## src/rtl/bsc_rx_pkg.sv

```systemverilog
package bsc_rx_pkg;

   typedef enum logic [1:0] {
      CLS_NONE    = 2'b00,
      CLS_EOF     = 2'b01,
      CLS_ESC_ERR = 2'b10
   } close_why_t;

   typedef enum logic {
      ESC_IDLE = 1'b0,
      ESC_PEND = 1'b1
   } esc_state_t;

   typedef struct packed {
      logic       store;
      logic       bcs;
      logic       close;
      close_why_t why;
   } verdict_t;

   localparam int unsigned CFG_FLAG_BITS = 8;

endpackage

```

## src/rtl/bsc_char_match.sv

```systemverilog
module bsc_char_match #(
   parameter int unsigned CW = 8
) (
   input  logic [CW-1:0] pattern,
   input  logic [CW-1:0] chr,
   output logic          hit
);
   // full-width compare: parity position is part of the pattern
   assign hit = (pattern == chr);
endmodule

```

## src/rtl/bsc_ctl_lookup.sv

```systemverilog
module bsc_ctl_lookup #(
   parameter int unsigned CW    = 8,
   parameter int unsigned TBL_N = 8
) (
   input  logic [TBL_N*CW-1:0] tbl_chr,
   input  logic [TBL_N-1:0]    tbl_vld,
   input  logic [TBL_N-1:0]    tbl_eof,
   input  logic [CW-1:0]       chr,
   output logic                hit,
   output logic                eof
);
   logic [TBL_N-1:0] ent_hit;

   for (genvar i = 0; i < TBL_N; i++) begin : g_ent
      logic raw;
      bsc_char_match #(.CW(CW)) u_cmp (
         .pattern (tbl_chr[i*CW +: CW]),
         .chr     (chr),
         .hit     (raw)
      );
      assign ent_hit[i] = raw & tbl_vld[i];
   end

   // lowest index wins
   always_comb begin
      hit = 1'b0;
      eof = 1'b0;
      for (int i = TBL_N - 1; i >= 0; i--) begin
         if (ent_hit[i]) begin
            hit = 1'b1;
            eof = tbl_eof[i];
         end
      end
   end
endmodule

```

## src/rtl/bsc_esc_fsm.sv

```systemverilog
module bsc_esc_fsm
   import bsc_rx_pkg::*;
(
   input  logic     clk,
   input  logic     rst,
   input  logic     chr_vld,
   input  logic     hunt,
   input  logic     xparent,
   input  logic     sync_en,
   input  logic     sync_keep,
   input  logic     dle_en,
   input  logic     is_sync,
   input  logic     is_dle,
   input  logic     tbl_hit,
   input  logic     tbl_eof,
   output verdict_t verdict
);
   esc_state_t st, st_nxt;

   always_comb begin
      verdict = '0;
      st_nxt  = st;
      if (chr_vld) begin
         if (hunt) begin
            st_nxt        = ESC_IDLE;
            verdict.store = 1'b1;
            verdict.bcs   = 1'b1;
         end else if (xparent && st == ESC_PEND) begin
            st_nxt = ESC_IDLE;
            if (is_sync) begin
               verdict = '0;
            end else if (is_dle) begin
               verdict.store = 1'b1;
               verdict.bcs   = 1'b1;
            end else if (tbl_hit) begin
               if (tbl_eof) begin
                  verdict.bcs   = 1'b1;
                  verdict.close = 1'b1;
                  verdict.why   = CLS_EOF;
               end else begin
                  verdict.store = 1'b1;
                  verdict.bcs   = 1'b1;
               end
            end else begin
               verdict.close = 1'b1;
               verdict.why   = CLS_ESC_ERR;
            end
         end else if (xparent && dle_en && is_dle) begin
            st_nxt = ESC_PEND;
         end else if (sync_en && !(xparent && sync_keep) && is_sync) begin
            verdict = '0;
         end else begin
            verdict.store = 1'b1;
            verdict.bcs   = 1'b1;
         end
         if (!xparent) st_nxt = ESC_IDLE;
      end else if (hunt || !xparent) begin
         st_nxt = ESC_IDLE;
      end
   end

   always_ff @(posedge clk) begin
      if (rst) st <= ESC_IDLE;
      else     st <= st_nxt;
   end
endmodule

```

## src/rtl/bsc_rx_filter.sv

```systemverilog
module bsc_rx_filter
   import bsc_rx_pkg::*;
#(
   parameter int unsigned CW    = 8,
   parameter int unsigned TBL_N = 8,
   localparam int unsigned CFG_W = CFG_FLAG_BITS + CW
) (
   input  logic                clk,
   input  logic                rst,
   input  logic                chr_vld,
   input  logic [CW-1:0]       chr_data,
   input  logic                hunt,
   input  logic                xparent,
   input  logic [CFG_W-1:0]    sync_cfg,
   input  logic [CFG_W-1:0]    dle_cfg,
   input  logic [TBL_N*CW-1:0] ctl_chr,
   input  logic [TBL_N-1:0]    ctl_vld,
   input  logic [TBL_N-1:0]    ctl_eof,
   output logic                out_vld,
   output logic [CW-1:0]       out_data,
   output logic                bcs_inc,
   output logic                close_pulse,
   output logic [1:0]          close_why
);
   if (CW < 5 || CW > 16) begin : g_bad_cw
      $error("bsc_rx_filter: CW must be 5..16");
   end
   if (TBL_N < 1 || TBL_N > 32) begin : g_bad_tbl
      $error("bsc_rx_filter: TBL_N must be 1..32");
   end

   logic rsvd_unused;
   assign rsvd_unused = ^{sync_cfg[CFG_FLAG_BITS-1:2], dle_cfg[CFG_FLAG_BITS-1:1]};

   logic     is_sync, is_dle, tbl_hit, tbl_eof;
   verdict_t verdict;

   bsc_char_match #(.CW(CW)) u_sync_cmp (
      .pattern (sync_cfg[CFG_W-1:CFG_FLAG_BITS]),
      .chr     (chr_data),
      .hit     (is_sync)
   );

   bsc_char_match #(.CW(CW)) u_dle_cmp (
      .pattern (dle_cfg[CFG_W-1:CFG_FLAG_BITS]),
      .chr     (chr_data),
      .hit     (is_dle)
   );

   bsc_ctl_lookup #(.CW(CW), .TBL_N(TBL_N)) u_tbl (
      .tbl_chr (ctl_chr),
      .tbl_vld (ctl_vld),
      .tbl_eof (ctl_eof),
      .chr     (chr_data),
      .hit     (tbl_hit),
      .eof     (tbl_eof)
   );

   bsc_esc_fsm u_fsm (
      .clk       (clk),
      .rst       (rst),
      .chr_vld   (chr_vld),
      .hunt      (hunt),
      .xparent   (xparent),
      .sync_en   (sync_cfg[0]),
      .sync_keep (sync_cfg[1]),
      .dle_en    (dle_cfg[0]),
      .is_sync   (is_sync),
      .is_dle    (is_dle),
      .tbl_hit   (tbl_hit),
      .tbl_eof   (tbl_eof),
      .verdict   (verdict)
   );

   always_ff @(posedge clk) begin
      if (rst) begin
         out_vld     <= 1'b0;
         out_data    <= '0;
         bcs_inc     <= 1'b0;
         close_pulse <= 1'b0;
         close_why   <= CLS_NONE;
      end else begin
         out_vld     <= verdict.store;
         bcs_inc     <= verdict.bcs;
         close_pulse <= verdict.close;
         close_why   <= verdict.why;
         if (chr_vld) out_data <= chr_data;
      end
   end
endmodule

```

## config.mk

```make
export PLATFORM = sky130hd
export DESIGN_NAME = bsc_rx_filter
export DESIGN_NICKNAME = d
export VERILOG_FILES = /design/src/rtl/bsc_rx_pkg.sv /design/src/rtl/bsc_char_match.sv /design/src/rtl/bsc_ctl_lookup.sv /design/src/rtl/bsc_esc_fsm.sv /design/src/rtl/bsc_rx_filter.sv
export SDC_FILE = /design/constraint.sdc
export NUM_CORES = 1
export LEC_CHECK = 0
export BUFFER_PORTS_ARGS = -buffer_cell sky130_fd_sc_hd__buf_2
export CAP_MARGIN = 10
export CORE_MARGIN = 2
export CORE_UTILIZATION = 40
export DETAILED_ROUTE_END_ITERATION = 7
export GPL_TIMING_DRIVEN = 1
export PLACE_DENSITY_LB_ADDON = 0.12
export REMOVE_ABC_BUFFERS = 1
export SLEW_MARGIN = 20
export SYNTH_ARGS = -nofsm -noshare
export SYNTH_HDL_FRONTEND = slang
export SYNTH_SLANG_ARGS = --single-unit
```

## constraint.sdc

```tcl
create_clock -name clk -period 2.23 [get_ports clk]
set_clock_uncertainty 0.15 [all_clocks]
set_input_delay 0.3345 -clock clk [delete_from_list [all_inputs] [get_ports clk]]
set_output_delay 0.3345 -clock clk [all_outputs]
set_load 0.05 [all_outputs]
```

==> impl_results.md <==
- Fin. max-slew vios: 0
- Final count of negative-setup-slack endpoints: 0
- Ys Warns: 0
- Synth cell types: 40
- Pwr per Cell Area: 348 nW/um2
- Achievable Freq: 0.497 GHz
- Fraction of registers with async set/reset: 0
- Fin crit share: 0.903
- Pleak: 0.00120 uW
- Worst path bufs/invs: 2
- Slew @ Worst Pin: 395 ps
- Largest net degree at the start of global routing: 11
- Area post-placement: 2520 um2
- Placed cell count: 386
- Clock Power Share: 0.231
- Overall routing resource usage: 0.222
- Core ar.: 4090 um2
- Syn Area/Cell: 8.42 um2
- Num CTS Buffers: 3
- Combinational fraction of design power: 0.472
- Unrepaired setup endpoints after global routing: no
- Wire per inst: 13.8 um
- Final hold vios: 0
- Area grow syn2layout: 48.7%
- Routed Antenna Nets: 0
- CTS clk-pin slew, worst paths: 60 ps
- Peak supply drop: 0.271 mV
- CTS tree: done
- Post-CTS Setup Bufs: 0
- Startpoint Class: input port
- Overflow after GRT: 0
- EDFF count, synth: 0
- Initial antenna violation count: 0
- Initial DRT Pass Iterations: 4
- Final nets: 466
- Die H: 69.7 um
- Iteration-0 DRC Markers: 33
- Power Internal: 599 uW
- Share of layout cells above drive strength 1: 0.454
- Sequential Power Share: 0.297
- Max-cap violations: 0
- RePlAce Congestion: 0.816
- Crit. End Element: register
- Vias per std cell: 4.72
- Final WL: 5.36 mm
- Io pins: 138
- Clk sinks: 14
- Max_slew headroom: 0.735
- Run status: finished, final reports clean
- Crit path time final: 2010 ps
- Worst-Skew Late Latency: 240 ps
- Ant. Diodes: 0
- Dpl hpwl: 4.56 mm
- Non-filler instance count after layout: 389
- Filler Cell Count: 400
- Register bit count reported by yosys: 14
- Vias: 1838
- Gate Count Post-Synth: 205
- Crit Path Max Fanout: 7
- Critical path cell sequence: buf_2 > buf_12 > xnor2_1 > nand3_1 > nor3_1 > a21oi_1 > a211oi_1 > a21oi_2 > o21ba_1
- Vias in the first global route: 1843
- Max clock buf depth: 2
- Root buf cell: clkbuf_8
- Net Sw Power: 296 uW
- Max incr delay on CP: 370 ps
- First-pass GRT wire length: 8.70 mm
- Post-Syn Area: 1730 um2
- Worst path slowest cell: nor3_1
- Initial Util: 0.422
- CTS H-tree lvls: 1
- Dominant synthesized flop cell: dfxtp_1
- Hold Buf Count CTS: 0
- Post-cts sizing count: 0
- Most frequent cells in the layout: buf_2, xnor2_1, xor2_1, nor2_1, dfxtp_1
- Worst min path class: input port to register
- Arrival time at the worst endpoint: 2000 ps
- DRC errors left: 0
- Row Count: 23
- Delay-heaviest family, CP: compound AO/OA/AOI/OAI gates
- Seq/Total Area, Yosys: 0.162
- # port buffers: 124
- Die area: 4850 um2
- Setup Crit Path Kind: input port to register
- Most common cell after layout, fill and taps aside: buf_2
- Switching share of power: 0.331
- Die Width: 69.7 um
- Post-layout instance area: 2570 um2
- Critical Path RT: 2220 ps
==> area by class of cell <==
type / count / area, um2 / area share
sequential: 14 / 280 / 0.109
timing repair buffer: 141 / 836 / 0.326
clock buffer: 3 / 41.3 / 0.0161
multi-input combinational: 177 / 1330 / 0.519
inverter: 4 / 15.0 / 0.00585
tap: 50 / 62.6 / 0.0244
==> path summary, 6_finish.rpt <==
| check | from | endpoint | slack, ps | depth (start not counted) |
|---|---|---|---|---|
| worst max register to register | u_fsm.st$_SDFFE_PP0P_ | out_vld$_SDFF_PP0_ | 980 | 5 |
| worst max-delay path | chr_data[6] | close_pulse$_SDFF_PP0_ | 220 | 9 |
| worst min register to register | out_data[3]$_SDFFE_PP0P_ | out_data[3]$_SDFFE_PP0P_ | 340 | 2 |
| worst min-delay path | hunt | u_fsm.st$_SDFFE_PP0P_ | 150 | 2 |
==> logic make-up after synthesis <==
| kind of cell | after synthesis | share of synthesized area |
|---|---|---|
| simple gates | 71 | 0.233 |
| flops | 14 | 0.162 |
| compound gates | 15 | 0.0638 |
| mux | 11 | 0.0645 |
| xor+xnor | 80 | 0.410 |
| buf+inv | 14 | 0.0660 |
==> stage by stage <==
stage                     setup TNS, ps  utilization  setup WS, ps  hold WS [ps]  power, uW
final                                 0        0.628           217           151        894
after global routing                  0        0.628          36.7           163        949
after CTS                             0        0.628           234           150        906
after detailed placement          -27.5        0.618         -26.8           330        696
after global placement                0        0.618          13.3           318        690
after floorplan                       0            -           405           257        473
==> power by group through the flow <==
stage | Combinational (uW) | Clock, uW | Sequential, uW
after detailed placement | 425 | 0 | 271
after global routing | 460 | 223 | 266
final | 422 | 207 | 265
after CTS | 427 | 214 | 265
after global placement | 419 | 0 | 270
after floorplan | 166 | 0 | 307
==> synthesized netlist by cell type, types with 2 or more instances <==
cell | number | share of area
inv_1 | 4 | 0.0087
nor4_2 | 2 | 0.015
nand2_1 | 11 | 0.024
and2_1 | 2 | 0.0073
nor4_1 | 2 | 0.0073
buf_4 | 2 | 0.0087
nor3_1 | 7 | 0.020
mux2i_1 | 10 | 0.058
xor2_1 | 22 | 0.11
xnor2_1 | 57 | 0.29
and3_1 | 2 | 0.0073
a21oi_1 | 2 | 0.0058
o21bai_1 | 2 | 0.0087
nand4_1 | 9 | 0.033
nor3_2 | 2 | 0.012
buf_6 | 7 | 0.046
o21a_1 | 2 | 0.0087
nor2_1 | 16 | 0.035
dfxtp_1 | 14 | 0.16
nand3_1 | 10 | 0.029
==> flip-flops by register name, summed over array words and instances, names as in the netlist <==
signal / count
u_fsm.st: 1
close_pulse: 1
bcs_inc: 1
out_data: 8
out_vld: 1
close_why: 2
==> metal layers <==
layer | global-route usage | vias to the layer above | routed length [um]
met5 | 0 | - | 0
li1 | - | 957 | -
met1 | 0.272 | 800 | 2190
met3 | 0.0436 | 6 | 400
met2 | 0.401 | 75 | 2700
met4 | 0.0470 | 0 | 72
Note: power is estimated with default switching activity, not from simulation.
